--- src/rtl/hcr_pkg.sv ---
package hcr_pkg;

    typedef enum logic [2:0] {
        ST_IDLE,
        ST_WAIT_K,
        ST_COUNT_K,
        ST_HOLD_K,
        ST_ISSUE_CMD,
        ST_CHIRP,
        ST_DONE_HS,
        ST_DONE_FS
    } hcr_state_e;

    localparam logic [1:0] LS_K         = 2'b10;
    localparam logic [1:0] OPM_NORMAL   = 2'b00;
    localparam logic [1:0] OPM_RAW      = 2'b10;
    localparam logic [7:0] TXCMD_NOPID  = 8'h40;

endpackage

--- src/rtl/hcr_line_decode.sv ---
module hcr_line_decode
    import hcr_pkg::*;
(
    input  logic [1:0] linestate,
    output logic       is_k
);

    // K on the bus during host SE0 means the peripheral is chirping
    assign is_k = (linestate == LS_K);

endmodule

--- src/rtl/hcr_counter.sv ---
module hcr_counter #(
    parameter int LIMIT = 16
) (
    input  logic                                  clk,
    input  logic                                  rst_n,
    input  logic                                  clr,
    input  logic                                  en,
    output logic [((LIMIT > 1) ? $clog2(LIMIT) : 1)-1:0] cnt
);

    localparam int W = (LIMIT > 1) ? $clog2(LIMIT) : 1;
    localparam logic [W-1:0] LAST = W'(LIMIT - 1);

    // Saturating up-counter; clear wins over enable
    always_ff @(posedge clk or negedge rst_n) begin
        if (!rst_n) begin
            cnt <= '0;
        end else if (clr) begin
            cnt <= '0;
        end else if (en && (cnt != LAST)) begin
            cnt <= cnt + 1'b1;
        end
    end

endmodule

--- src/rtl/host_chirp_responder.sv ---
module host_chirp_responder
    import hcr_pkg::*;
#(
    parameter int QUAL_CYC  = 150,
    parameter int SYM_CYC   = 3000,
    parameter int RESET_CYC = 600000
) (
    input  logic       clk,
    input  logic       rst_n,
    input  logic       start_reset,
    input  logic [1:0] linestate,
    output logic       se0_drive,
    output logic       txcmd_stb,
    output logic [7:0] txcmd_data,
    output logic       chirp_j,
    output logic [1:0] opmode,
    output logic       reset_done,
    output logic       hs_enabled
);

    localparam int SYM_LIM = (SYM_CYC > QUAL_CYC) ? SYM_CYC : QUAL_CYC;
    localparam int SYM_W   = (SYM_LIM > 1) ? $clog2(SYM_LIM) : 1;
    localparam int RST_W   = (RESET_CYC > 1) ? $clog2(RESET_CYC) : 1;
    localparam logic [SYM_W-1:0] QUAL_LAST = SYM_W'(QUAL_CYC - 1);
    localparam logic [SYM_W-1:0] SYM_LAST  = SYM_W'(SYM_CYC - 1);
    localparam logic [RST_W-1:0] RST_LAST  = RST_W'(RESET_CYC - 1);

    hcr_state_e       state_q, state_d;
    logic             sym_j_q, sym_j_d;
    logic             is_k;
    logic             rst_clr, rst_en, sym_clr, sym_en;
    logic [RST_W-1:0] rst_cnt;
    logic [SYM_W-1:0] sym_cnt;
    logic             rst_end;

    hcr_line_decode u_decode (
        .linestate (linestate),
        .is_k      (is_k)
    );

    // Reset duration: runs from the request, saturates at expiry
    hcr_counter #(.LIMIT(RESET_CYC)) u_rst_timer (
        .clk   (clk),
        .rst_n (rst_n),
        .clr   (rst_clr),
        .en    (rst_en),
        .cnt   (rst_cnt)
    );

    // Shared timer: K qualification, then symbol length
    hcr_counter #(.LIMIT(SYM_LIM)) u_sym_timer (
        .clk   (clk),
        .rst_n (rst_n),
        .clr   (sym_clr),
        .en    (sym_en),
        .cnt   (sym_cnt)
    );

    assign rst_end = (rst_cnt == RST_LAST);

    // State register
    always_ff @(posedge clk or negedge rst_n) begin
        if (!rst_n) begin
            state_q <= ST_IDLE;
            sym_j_q <= 1'b0;
        end else begin
            state_q <= state_d;
            sym_j_q <= sym_j_d;
        end
    end

    // Next state and timer control
    always_comb begin
        state_d = state_q;
        sym_j_d = sym_j_q;
        rst_clr = 1'b0;
        rst_en  = 1'b0;
        sym_clr = 1'b0;
        sym_en  = 1'b0;
        unique case (state_q)
            ST_IDLE, ST_DONE_HS, ST_DONE_FS: begin
                rst_clr = 1'b1;
                sym_clr = 1'b1;
                if (start_reset) begin
                    state_d = ST_WAIT_K;
                    sym_j_d = 1'b0;
                end
            end
            ST_WAIT_K: begin
                rst_en = 1'b1;
                if (rst_end) begin
                    state_d = ST_DONE_FS;
                end else if (is_k) begin
                    sym_en  = 1'b1;
                    state_d = ST_COUNT_K;
                end else begin
                    sym_clr = 1'b1;
                end
            end
            ST_COUNT_K: begin
                rst_en = 1'b1;
                if (rst_end) begin
                    state_d = ST_DONE_FS;
                end else if (!is_k) begin
                    sym_clr = 1'b1;
                    state_d = ST_WAIT_K;
                end else if (sym_cnt == QUAL_LAST) begin
                    sym_clr = 1'b1;
                    state_d = ST_HOLD_K;
                end else begin
                    sym_en = 1'b1;
                end
            end
            ST_HOLD_K: begin
                rst_en  = 1'b1;
                sym_clr = 1'b1;
                if (rst_end) begin
                    state_d = ST_DONE_FS;
                end else if (!is_k) begin
                    state_d = ST_ISSUE_CMD;
                    sym_j_d = 1'b0;
                end
            end
            ST_ISSUE_CMD: begin
                // counts as the first cycle of the first K symbol
                rst_en  = 1'b1;
                sym_en  = 1'b1;
                state_d = ST_CHIRP;
            end
            ST_CHIRP: begin
                rst_en = 1'b1;
                if (sym_cnt == SYM_LAST) begin
                    sym_clr = 1'b1;
                    if (rst_end) begin
                        state_d = ST_DONE_HS;
                    end else begin
                        sym_j_d = ~sym_j_q;
                    end
                end else begin
                    sym_en = 1'b1;
                end
            end
        endcase
    end

    // Outputs
    always_comb begin
        se0_drive  = 1'b0;
        txcmd_stb  = 1'b0;
        txcmd_data = 8'h00;
        chirp_j    = 1'b0;
        opmode     = OPM_NORMAL;
        reset_done = 1'b0;
        hs_enabled = 1'b0;
        unique case (state_q)
            ST_IDLE: ;
            ST_WAIT_K, ST_COUNT_K, ST_HOLD_K: begin
                se0_drive = 1'b1;
            end
            ST_ISSUE_CMD: begin
                txcmd_stb  = 1'b1;
                txcmd_data = TXCMD_NOPID;
                opmode     = OPM_RAW;
                chirp_j    = sym_j_q;
            end
            ST_CHIRP: begin
                opmode  = OPM_RAW;
                chirp_j = sym_j_q;
            end
            ST_DONE_HS: begin
                reset_done = 1'b1;
                hs_enabled = 1'b1;
            end
            ST_DONE_FS: begin
                reset_done = 1'b1;
            end
        endcase
    end

endmodule

--- config.mk ---
export PLATFORM = sky130hd
export DESIGN_NAME = host_chirp_responder
export DESIGN_NICKNAME = d
export VERILOG_FILES = /design/src/rtl/hcr_pkg.sv /design/src/rtl/hcr_line_decode.sv /design/src/rtl/hcr_counter.sv /design/src/rtl/host_chirp_responder.sv
export SDC_FILE = /design/constraint.sdc
export NUM_CORES = 1
export LEC_CHECK = 0
export ABC_CLOCK_PERIOD_IN_PS = 2600
export BUFFER_PORTS_ARGS = -buffer_cell sky130_fd_sc_hd__buf_2
export CAP_MARGIN = 20
export CORE_MARGIN = 4
export CORE_UTILIZATION = 45
export CTS_BUF_LIST = sky130_fd_sc_hd__clkbuf_16
export CTS_CLUSTER_DIAMETER = 40
export DETAILED_ROUTE_END_ITERATION = 7
export GPL_TIMING_DRIVEN = 1
export SYNTH_ARGS = -nofsm -noshare
export SYNTH_HDL_FRONTEND = slang
export SYNTH_SLANG_ARGS = --single-unit
--- constraint.sdc ---
create_clock -name clk -period 2.6 [get_ports clk]
set_input_delay 0.52 -clock clk [delete_from_list [all_inputs] [get_ports clk]]
set_output_delay 0.52 -clock clk [all_outputs]
set_load 0.05 [all_outputs]
==> results.toml <==
[status]
outcome = "completed"

[yosys]
synth_seq_cells = 36
syn-instance-count = 274
ys_async_sr_fraction = 1.00
synth_edf_count = 0
synthDistinctLibCells = 56
synth-main-ff-cell = "dfrtp_1"
syn_avg_cell_area_um2 = 8.62
synthDominantCellAreaShare = 0.381
synth_area_leaders = "dfrtp_1 (38%), xnor2_1 (5.6%), nor2_1 (4.8%)"
ys_warn_count = 0
yosys.area.top_type = "dfrtp_1"
ys_seq_area_frac = 0.381
synth_area_mm2 = 0.00236

[setup_path]
r2r_cells = 7
slowest_delay_ns = 0.62
path_cells = "ha_1, nand4_1, or2_2, a211oi_1, a2111oi_1, or4b_2, a21oi_1"
cp-end-kind = "flip-flop"
startpoint = "u_sym_timer.cnt[0]$_DFFE_PN0P_"
path_max_fanout = 5
r2r_end = "u_sym_timer.cnt[11]$_DFFE_PN0P_"
critPathLaunchType = "flip-flop"
cp.arrival_ns = 2.64
reg2reg_from = "u_sym_timer.cnt[0]$_DFFE_PN0P_"
critPathKind = "reg2reg"
cp.required_ns = 2.81
crit_slowest_cell = "or4b_2"
regToRegSetupSlack_ns = 0.17

[clock_tree]
cts.sinks = 36
htree_levels = 2
clk_path_buf_depth = 2
numCtsBuffers = 5
cts_tree = "built"
cts_root_buf = "clkbuf_16"
clkTransAtPathRegs_ns = 0.06
holdBufCountCts = 0
clk_latency_ns = 0.28

[finish]
n_antenna_cell = 0
areaGrowthSynthToFinish_pct = 16.1
final_nets = 311
drive_gt1_frac = 0.186
fin_util = 0.537
fin_cells = 371

[grt]
grt_pass1_wl_mm = 9.52
grt_max_degree = 37
grt_usage = 0.185
antenna_found_initial = 0
grt_pass1_vias = 2048
grt-ovfl-total = 0

[floorplan]
chipWidth_um = 80.5
start_util = 0.463
die_area_mm2 = 0.00647
die_h_um = 80.5
ioPinCount = 20
rows = 26
core_mm2 = 0.00511

[place]
dp_hpwl_mm = 3.82
globalplace.congestion = 0.847
io_buffers = 11
place_inst = 364

[timing]
max_freq_mhz = 411
rsz0062_at_grt = "false"
worstMarginPinSlew_ns = 0.826
min_period_over_period = 0.935
fin_tns_setup_ns = 0
slew_violations = 0
hold_viol = 0
max_slew_margin = 0.449
clock_skew_ns = 0.00515
finalSetupViolCount = 0
holdWs_ns = 0.341
min_period_ns = 2.43

[run]
drv_cap = 0

[power]
p_sw_frac = 0.425
p_per_area_mw_per_mm2 = 877
p_sw_mw = 1.02
seqPwrFrac = 0.283
p_leak_nw = 1.14
irDropWorstVdd_mv = 0.404
power_frac_comb = 0.479
p_clk_frac = 0.237
intPower_mw = 1.38
totalPowerFinal_mw = 2.41

[detailed_routing]
drt_wl_total_mm = 5.52
drtIter0Drc = 94
drc = 0
num_vias = 2078
dr.pass1.iters = 4
wl_per_cell_um = 14.9
ant_nets = 0
vias_per_cell = 5.60

[hold_path]
hold_class = "in2async"
[cell usage after synthesis, types with 2 or more instances]
| master | number |
|---|---|
| and4_1 | 2 |
| a211o_1 | 2 |
| o21ai_1 | 2 |
| nor3_1 | 5 |
| o21ai_2 | 2 |
| o21ai_0 | 13 |
| o31ai_1 | 5 |
| or4b_2 | 3 |
| inv_1 | 9 |
| or3_1 | 7 |
| a21o_1 | 2 |
| or4_1 | 5 |
| buf_2 | 2 |
| nand4b_1 | 2 |
| a211oi_1 | 3 |
| and3_1 | 3 |
| mux2i_1 | 3 |
| xnor2_1 | 15 |
| nor2b_1 | 5 |
| clkbuf_1 | 7 |
| and2_1 | 4 |
| nand4_1 | 4 |
| buf_4 | 10 |
| ha_1 | 5 |
| a31oi_1 | 6 |
| a21oi_1 | 16 |
| nor4_1 | 10 |
| nand2_1 | 18 |
| nor2_1 | 30 |
| dfrtp_1 | 36 |
| nand3_1 | 13 |
[routing by layer]
layer,wire length (um),share of wire,global-route usage,up-vias
li1,-,-,-,1037
met5,0,0,0,-
met2,2570,0.47,0.303,40
met3,218,0.040,0.0448,8
met1,2660,0.48,0.241,993
met4,71,0.013,0.0557,0
[power by group through the flow]
stage,sequential (mW),clock [mW],combinational [mW]
finish,0.682,0.571,1.15
global route,0.689,0.609,1.26
CTS,0.680,0.587,1.12
detailed placement,0.690,0,1.12
global placement,0.686,0,1.11
floorplan,0.665,0,0.849
[worst max path at each step]
stage,slack [ns],cells after the start,to
4_1_cts,0.02,7,u_sym_timer.cnt[8]$_DFFE_PN0P_
5_1_grt,0.02,6,state_q[0]$_DFFE_PN0P_
3_5_place_dp,0.01,7,u_sym_timer.cnt[8]$_DFFE_PN0P_
6_report,0.17,7,u_sym_timer.cnt[11]$_DFFE_PN0P_
3_3_place_gp,0.07,7,u_sym_timer.cnt[8]$_DFFE_PN0P_
2_1_floorplan,0.13,7,u_sym_timer.cnt[11]$_DFFE_PN0P_
[critical path: cells and delay by family, from the launching register on]
kind                     cells  cell delay, ns
AND/OR/NAND/NOR              3            0.89
adder cells (fa/ha/maj)      1            0.29
AO/OA/AOI/OAI                3            0.76
flip-flops                   1            0.41
[layout by cell type, fill, tap and decap left out, drive strengths merged, types with 5 or more instances in the layout]
master | netlist | layout
conb | 1 | 8
inv | 9 | 10
buf | 12 | 33
xnor2 | 15 | 15
a31oi | 6 | 6
o31ai | 5 | 5
nand3 | 13 | 13
o21ai | 17 | 17
nor4 | 10 | 10
nor3 | 5 | 5
nand2 | 18 | 18
clkbuf | 8 | 5
nor2 | 30 | 30
a21oi | 16 | 16
dfrtp | 36 | 36
or4 | 6 | 6
or3 | 7 | 7
nor2b | 5 | 5
ha | 5 | 5
[cell type report]
| cell class | count | area (um2) |
|---|---|---|
| fill | 503 | 2360 |
| multi-input combinational | 216 | 1370 |
| sequential | 36 | 901 |
| timing repair buffer | 33 | 220 |
| clock buffer | 5 | 125 |
| tap | 70 | 87.6 |
| inverter | 9 | 33.8 |
| clock inverter | 2 | 8.76 |
[cell families after synthesis]
| group | share of synthesized area |
|---|---|
| and+or+nand+nor | 0.285 |
| buffers and inverters | 0.0636 |
| other | 0.00159 |
| adders and majority gates | 0.0265 |
| xor gates and xnor gates | 0.0593 |
| muxes | 0.0127 |
| DFF | 0.381 |
| AOI/OAI and AO/OA | 0.170 |
[registers in the layout (all words and copies together) (netlist names)]
register and flops:
state_q 3, u_sym_timer.cnt 12, u_rst_timer.cnt 20, sym_j_q 1
[metrics by stage]
step	setup slack (ns)	cell area, um2
2_1_floorplan	0.128	2390
3_3_place_gp	0.0717	2580
3_5_place_dp	0.0117	2580
4_1_cts	0.0231	2720
5_1_grt	0.0175	2740
6_report	0.169	2740
[what timing repair did]
item,4_1_cts,5_1_grt
resized for setup,0,8
endpoints found under the hold margin,0,0
setup endpoints to repair,0,13
setup buffers,0,0
No activity file was read; power rests on OpenSTA's default activity.
